File: config.mk
export PLATFORM = sky130hd
export DESIGN_NAME = burst_col_gen
export DESIGN_NICKNAME = d
export VERILOG_FILES = /design/src/rtl/burst_col_pkg.sv /design/src/rtl/burst_mode_reg.sv /design/src/rtl/burst_beat_ctr.sv /design/src/rtl/burst_addr_map.sv /design/src/rtl/burst_col_gen.sv
export SDC_FILE = /design/constraint.sdc
export NUM_CORES = 1
export LEC_CHECK = 0
export BUFFER_PORTS_ARGS = -buffer_cell sky130_fd_sc_hd__buf_2
export CORE_UTILIZATION = 45
export CTS_CLUSTER_DIAMETER = 120
export DETAILED_ROUTE_END_ITERATION = 10
export MAX_ROUTING_LAYER = met4
export PLACE_DENSITY_LB_ADDON = 0.12
export SYNTH_ARGS = -nofsm -noshare
export SYNTH_HDL_FRONTEND = slang
export SYNTH_SLANG_ARGS = --single-unit
File: constraint.sdc
create_clock -name clk -period 4.35 [get_ports clk]
set_clock_uncertainty 0.15 [all_clocks]
set_input_delay 0.87 -clock clk [delete_from_list [all_inputs] [get_ports clk]]
set_output_delay 0.87 -clock clk [all_outputs]
set_load 0.1 [all_outputs]
File: src/rtl/burst_col_pkg.sv
package burst_col_pkg;

    localparam int COL_W   = 9;
    localparam int KEY_W   = 12;
    localparam int CODE_W  = 3;
    localparam int ORD_BIT = 3;
    localparam int KEY_TOP_USED = 6;

    typedef enum logic {
        ORD_SEQ   = 1'b0,
        ORD_INTLV = 1'b1
    } beat_order_e;

    typedef struct packed {
        logic              full_page;
        beat_order_e       order;
        logic [COL_W-1:0]  last_idx;
    } burst_cfg_t;

    localparam burst_cfg_t CFG_RESET = '{full_page: 1'b0, order: ORD_SEQ, last_idx: '0};

    function automatic logic [COL_W-1:0] len_mask(input logic [CODE_W-1:0] code);
        logic [COL_W-1:0] m;
        m = '0;
        for (int b = 0; b < COL_W; b++) begin
            if (b < int'(code)) m[b] = 1'b1;
        end
        return m;
    endfunction

endpackage

File: src/rtl/burst_mode_reg.sv
module burst_mode_reg
    import burst_col_pkg::*;
(
    input  logic             clk,
    input  logic             rst,
    input  logic             load,
    input  logic [KEY_W-1:0] key,
    output burst_cfg_t       cfg,
    output logic             err
);

    logic [CODE_W-1:0] code;
    beat_order_e       ord;
    logic              upper_set;
    burst_cfg_t        dec_cfg;
    logic              dec_bad;

    assign code      = key[CODE_W-1:0];
    assign ord       = beat_order_e'(key[ORD_BIT]);
    assign upper_set = |key[KEY_W-1:KEY_TOP_USED+1];

    always_comb begin
        dec_cfg.full_page = 1'b0;
        dec_cfg.order     = ord;
        dec_cfg.last_idx  = '0;
        dec_bad           = upper_set;
        case (code)
            3'b000, 3'b001, 3'b010, 3'b011: dec_cfg.last_idx = len_mask(code);
            3'b111: begin
                if (ord == ORD_SEQ) begin
                    dec_cfg.full_page = 1'b1;
                    dec_cfg.last_idx  = '1;
                end else begin
                    dec_bad = 1'b1;
                end
            end
            default: dec_bad = 1'b1;
        endcase
        if (dec_bad) begin
            dec_cfg.full_page = 1'b0;
            dec_cfg.last_idx  = '0;
        end
    end

    always_ff @(posedge clk) begin
        if (rst) begin
            cfg <= CFG_RESET;
            err <= 1'b0;
        end else if (load) begin
            cfg <= dec_cfg;
            err <= dec_bad;
        end
    end

endmodule

File: src/rtl/burst_beat_ctr.sv
module burst_beat_ctr
    import burst_col_pkg::*;
(
    input  logic             clk,
    input  logic             rst,
    input  logic             advance,
    input  logic             start,
    input  logic             stop,
    input  logic [COL_W-1:0] start_col,
    input  burst_cfg_t       cfg,
    output logic             active,
    output logic [COL_W-1:0] base,
    output logic [COL_W-1:0] beat,
    output logic             last
);

    assign last = active && !cfg.full_page && (beat >= cfg.last_idx);

    always_ff @(posedge clk) begin
        if (rst) begin
            active <= 1'b0;
            base   <= '0;
            beat   <= '0;
        end else if (advance) begin
            if (start) begin
                active <= 1'b1;
                base   <= start_col;
                beat   <= '0;
            end else if (stop) begin
                active <= 1'b0;
            end else if (active) begin
                if (last) active <= 1'b0;
                else      beat   <= beat + 1'b1;
            end
        end
    end

endmodule

File: src/rtl/burst_addr_map.sv
module burst_addr_map
    import burst_col_pkg::*;
(
    input  burst_cfg_t       cfg,
    input  logic [COL_W-1:0] base,
    input  logic [COL_W-1:0] beat,
    output logic [COL_W-1:0] addr
);

    logic [COL_W-1:0] blk_mask;
    logic [COL_W-1:0] low_part;

    assign blk_mask = cfg.full_page ? '1 : cfg.last_idx;

    always_comb begin
        if (cfg.order == ORD_INTLV) low_part = base ^ beat;
        else                        low_part = base + beat;
        addr = (base & ~blk_mask) | (low_part & blk_mask);
    end

endmodule

File: src/rtl/burst_col_gen.sv
module burst_col_gen
    import burst_col_pkg::*;
(
    input  logic             clk,
    input  logic             rst,
    input  logic             mode_load,
    input  logic [KEY_W-1:0] mode_key,
    input  logic             advance,
    input  logic             start,
    input  logic [COL_W-1:0] start_col,
    input  logic             stop,
    output logic [COL_W-1:0] col_addr,
    output logic             beat_valid,
    output logic             last_beat,
    output logic             mode_err
);

    burst_cfg_t       cfg;
    logic [COL_W-1:0] base;
    logic [COL_W-1:0] beat;

    burst_mode_reg u_mode (
        .clk  (clk),
        .rst  (rst),
        .load (mode_load),
        .key  (mode_key),
        .cfg  (cfg),
        .err  (mode_err)
    );

    burst_beat_ctr u_ctr (
        .clk       (clk),
        .rst       (rst),
        .advance   (advance),
        .start     (start),
        .stop      (stop),
        .start_col (start_col),
        .cfg       (cfg),
        .active    (beat_valid),
        .base      (base),
        .beat      (beat),
        .last      (last_beat)
    );

    burst_addr_map u_map (
        .cfg  (cfg),
        .base (base),
        .beat (beat),
        .addr (col_addr)
    );

endmodule

**Word level (Yosys, flattened, before mapping)**

Index checks and enable logic that the tools add are counted.

- Memories: 0
- Word-level logic and storage cells: 62
- Input bits: 27
- Bits in registers: 31
- Output and inout port bits: 12
- Bits in writable memories: 0
- Bits in read-only memories: 0
- Latch bits: 0

- Reductions and logical operators: 9
- Divide/modulo/power cells: 0
- Shift operators: 0
- Bitwise gates (word level): 5
- Order comparisons: 8
- Muxes and demuxes: 25
- Multiply operators: 0
- Add/sub/neg operators: 2
- Eq/ne operators: 6

Operators with widths:

| kind | number |
|---|---|
| two-way mux 9 bit | 8 |
| AND 9 bit | 2 |
| case mux 9 bit (2 select lines) | 1 |
| two-way mux 1 bit | 15 |
| adder 9 x 1 -> 9 bit (second input constant) | 1 |
| adder 9 bit | 1 |
| greater-or-equal comparator 9 bit | 1 |
| < comparator 3 bit (first input constant) | 3 |
| NOT 9 bit | 1 |
| OR 9 bit | 1 |
| bitwise XOR 9 bit | 1 |
| == test 3 x 2 -> 1 bit (second input constant) | 2 |
| < comparator 1 x 3 -> 1 bit (first input constant) | 2 |
| < comparator 2 x 3 -> 1 bit (first input constant) | 2 |
| OR reduction 5 bit | 1 |
| != test 2 bit (second input constant) | 2 |
| AND reduction 4 bit | 1 |
| OR reduction 4 bit | 1 |
| == test 3 x 1 -> 1 bit (second input constant) | 1 |
| == test 3 bit (second input constant) | 1 |
| logical NOT 3 bit | 1 |
| logical AND 1 bit | 2 |
| case mux 1 bit (2 select lines) | 1 |
| AND reduction 2 bit | 1 |
| 2 further kinds | 2 |

**Depth between registers and ports, before layout**

- Depth after elaboration: 7
- Depth in mapped cells: 9
- Gate-level depth less buffers: 8

**Modules after synthesis**

Synthesis repeated with hierarchy kept, for this count alone.

- Cells, all modules: 265
- Area total of the unflattened synthesis: 2069.5 µm²

Modules (own cells, without submodules):

| module | area each (µm²) | cells an instance | seq. area each (µm²) | times used |
|---|---|---|---|---|
| burst_beat_ctr | 1037.2 | 132 | 380.4 | 1 |
| burst_addr_map | 561.8 | 84 | 0.0 | 1 |
| burst_mode_reg | 470.5 | 49 | 220.2 | 1 |

**Worst setup path after synthesis**

OpenSTA, ideal clock, no wires.

- Kind: register to output
- Start: register u_ctr.beat[0]
- End: output col_addr[6]
- Cell stages (with the launch flop): 9
- Arrival: 3.645 ns
- Path buffers: 0
- Path slack: -0.315 ns
- Cell sequence: dfxtp_1 -> ha_1 -> fa_1 -> a21oi_1 -> o21ai_0 -> o21ai_0 -> a21oi_1 -> xnor2_1 -> o21ai_0

- Cells in the longest elaborated chain, start to end: 4

RTL lines:

| item | line | source |
|---|---|---|
| start, declared | burst_beat_ctr.sv:13 | `output logic [COL_W-1:0] beat,` |
| start signal, assigned | burst_beat_ctr.sv:33 | `else beat <= beat + 1'b1;` |
| adder 9 bit | burst_addr_map.sv:17 | `else low_part = base + beat;` |
| two-way mux 9 bit | burst_addr_map.sv:16 | `if (cfg.order == ORD_INTLV) low_part = base ^ beat;` |
| AND 9 bit | burst_addr_map.sv:18 | `addr = (base & ~blk_mask) \| (low_part & blk_mask);` |
| OR 9 bit | burst_addr_map.sv:18 |  |
| end, declared | burst_col_gen.sv:12 | `output logic [COL_W-1:0] col_addr,` |

No other way between the ends.

**Worst setup path after layout**

- Start: register u_ctr.beat[0]
- End: output col_addr[8]

The elaborated chain is that of the path after synthesis.

==> metrics.cfg <==
[outcome]
status=finished clean

[pwr]
clock_power_share=0.384
power_density_nw_per_um2=273
ir_drop_mv=0.217
combPwrFrac=0.150
p_sw_uw=183
seq_power_share=0.466
p_sw_frac=0.297
p_total_uw=615
p_int_uw=432
leakage_nw=0.930

[worst_setup_path]
cp_slowest_cell=buf_2
cp_slowest_stage_delay_ps=440
path_max_fanout=7
reg2reg_depth=8
worstPathArrival_ps=2790
cp-start-kind=flop
worstPathRequired_ps=3330
path_class=reg2out
end_kind=output port
crit_chain=ha_1, fa_1, a21oi_1, o21ai_0, a21o_1, or3_1, nand3_1, xnor2_1, buf_2

[detailed_routing]
drt-initial-drc-count=50
wl_per_cell_um=12.8
vias=1847
finalWirelength_um=4390
ant_nets=0
drc=0
drt-pass1-iter-count=4
viasPerCell=5.38

[sta]
rsz0062_at_grt=false
period_minus_slack_ps=3810
fmax_mhz=263
drv_slew=0
setup_ws_ps=542
finalSetupViolCount=0
slew_headroom=0.565
min_period_over_period=0.875
tightest_slew_ps=652
finalSetupTns_ps=0
hold_ws_ps=319
hold_violations=0

[synthesis]
synthFlopType=dfxtp_1
yosysSeqAreaShare=0.306
async_flop_share=0
ys_ff_latch=30
synth_edf_count=0
yosys.area.top_type=dfxtp_1
synth_area_sq_um=1960
netlist_instances=260
synth_fp_nets=306
synth_cell_types=41
syn_area_per_cell_sq_um=7.54
ys_top_cells_by_area=dfxtp_1, ha_1, nand2_1, a21oi_1, nor2_1
synth_top_area_share=0.306
synth_warnings=0

[global_routing]
grt_pass1_wl_um=7500
first_global_vias=1691
grt_overflow_total=0
grt_use_total=0.226
antenna_found_initial=0
grt_max_degree=28

[clocking]
cts_buffer_depth=2
cts_num_sinks=30
cts_tree=built
ctsHoldBuffers=0
cts.repair.resized=0
htreeDepth=2
clkSlewWorstSetupHoldPaths_ps=60
cts_buffers=5
clk_latency_ps=290
postCtsSetupBuffers=0
ctsRootBufferMaster=clkbuf_8

[floorplan]
io_pins=39
floorplan.initialDensity=0.480
dieArea_sq_um=4620
die_y_um=68.0
fp.dieW_um=68.0
rows=23
coreArea_sq_um=4090

[cells_and_area]
final_cell_mix=nand2_1, buf_2, dfxtp_1
postLayoutCoreUtil=0.551
layout_commonest_cell=nand2_1
final_cell_area_sq_um=2250
fillCellCount=405
instances_no_fill=343
nets=338
areaGrowthSynthToFinish_pct=14.9
diodes=0
drive_gt1_frac=0.181

[placement]
io_buffers=35
place_congestion=0.803
dp_cells=335
placed_area_sq_um=2160
dp_slack_ps=853
place_hpwl_um=3220

[min_path]
hp-class=reg2reg
min_path_cells=2

[run]
maxCapViolCount=0

worst paths after layout:
kind	endpoint	slack (ps)	from
setup / recovery	col_addr[8]	540	u_ctr.beat[0]$_SDFFE_PP0P_
hold / removal	u_ctr.base[8]$_SDFFE_PP0P_	320	u_ctr.base[8]$_SDFFE_PP0P_
setup reg to reg	u_ctr.beat[8]$_SDFFE_PP0P_	1790	u_ctr.beat[0]$_SDFFE_PP0P_
hold reg to reg	u_ctr.base[8]$_SDFFE_PP0P_	320	u_ctr.base[8]$_SDFFE_PP0P_
logic make-up after synthesis:
| kind of cell | after synthesis | synth area share |
|---|---|---|
| simple gates | 113 | 0.282 |
| compound gates | 61 | 0.188 |
| flops | 30 | 0.306 |
| buf+inv | 27 | 0.0517 |
| fa+ha+maj | 19 | 0.125 |
| xor+xnor | 7 | 0.0313 |
| mux | 3 | 0.0160 |
synthesized netlist by cell type, types with 2 or more instances:
cell type	n
nand2_1	36
dfxtp_1	30
nor2_1	26
a21oi_1	25
ha_1	18
inv_1	17
o21ai_0	17
nand3_1	15
clkbuf_1	10
nand2b_1	9
or4_1	6
xnor2_1	6
o211ai_1	4
or2_2	3
a211oi_1	2
a31oi_1	2
and3_1	2
mux2i_1	2
nand4_1	2
nor3_1	2
nor3b_1	2
nor4_1	2
o21a_1	2
or3_1	2
or4b_2	2
sequential cells by signal, indices dropped and copies added (netlist names):
signal,cells
u_mode.cfg,10
u_ctr.active,1
u_mode.err,1
u_ctr.beat,9
u_ctr.base,9
power by group through the flow:
stage	Combinational (mW)	Clock [mW]	Sequential [mW]
finish	0.0924	0.236	0.287
global route	0.0998	0.247	0.287
global placement	0.0918	0	0.293
floorplan	0.0629	0	0.299
detailed placement	0.0927	0	0.293
CTS	0.0928	0.236	0.287
final cells by class:
| type | count | area (sq um) | share of cell area |
|---|---|---|---|
| Sequential cell | 30 | 601 | 0.267 |
| Tap cell | 50 | 62.6 | 0.0278 |
| Timing Repair Buffer | 35 | 175 | 0.0778 |
| Clock inverter | 1 | 5.00 | 0.00222 |
| Inverter | 17 | 63.8 | 0.0283 |
| Multi-Input combinational cell | 203 | 1260 | 0.559 |
| Clock buffer | 7 | 86.3 | 0.0383 |
layer usage:
metal,share of wire,routed length [um],GRT usage,vias to the layer above
met2,0.47,2060,0.379,36
met5,0,0,-,-
met3,0.034,150,0.0400,7
met4,0.014,61,0.0729,0
met1,0.48,2120,0.272,826
li1,-,-,-,978
worst max-delay path, delay by kind of cell, from the launching register on:
family	cells	cell delay [ps]
xor+xnor	1	110
buf+inv	1	440
fa+ha+maj	2	620
flops	1	370
simple gates	2	430
compound gates	3	530
(Power assumes the default switching activity.)
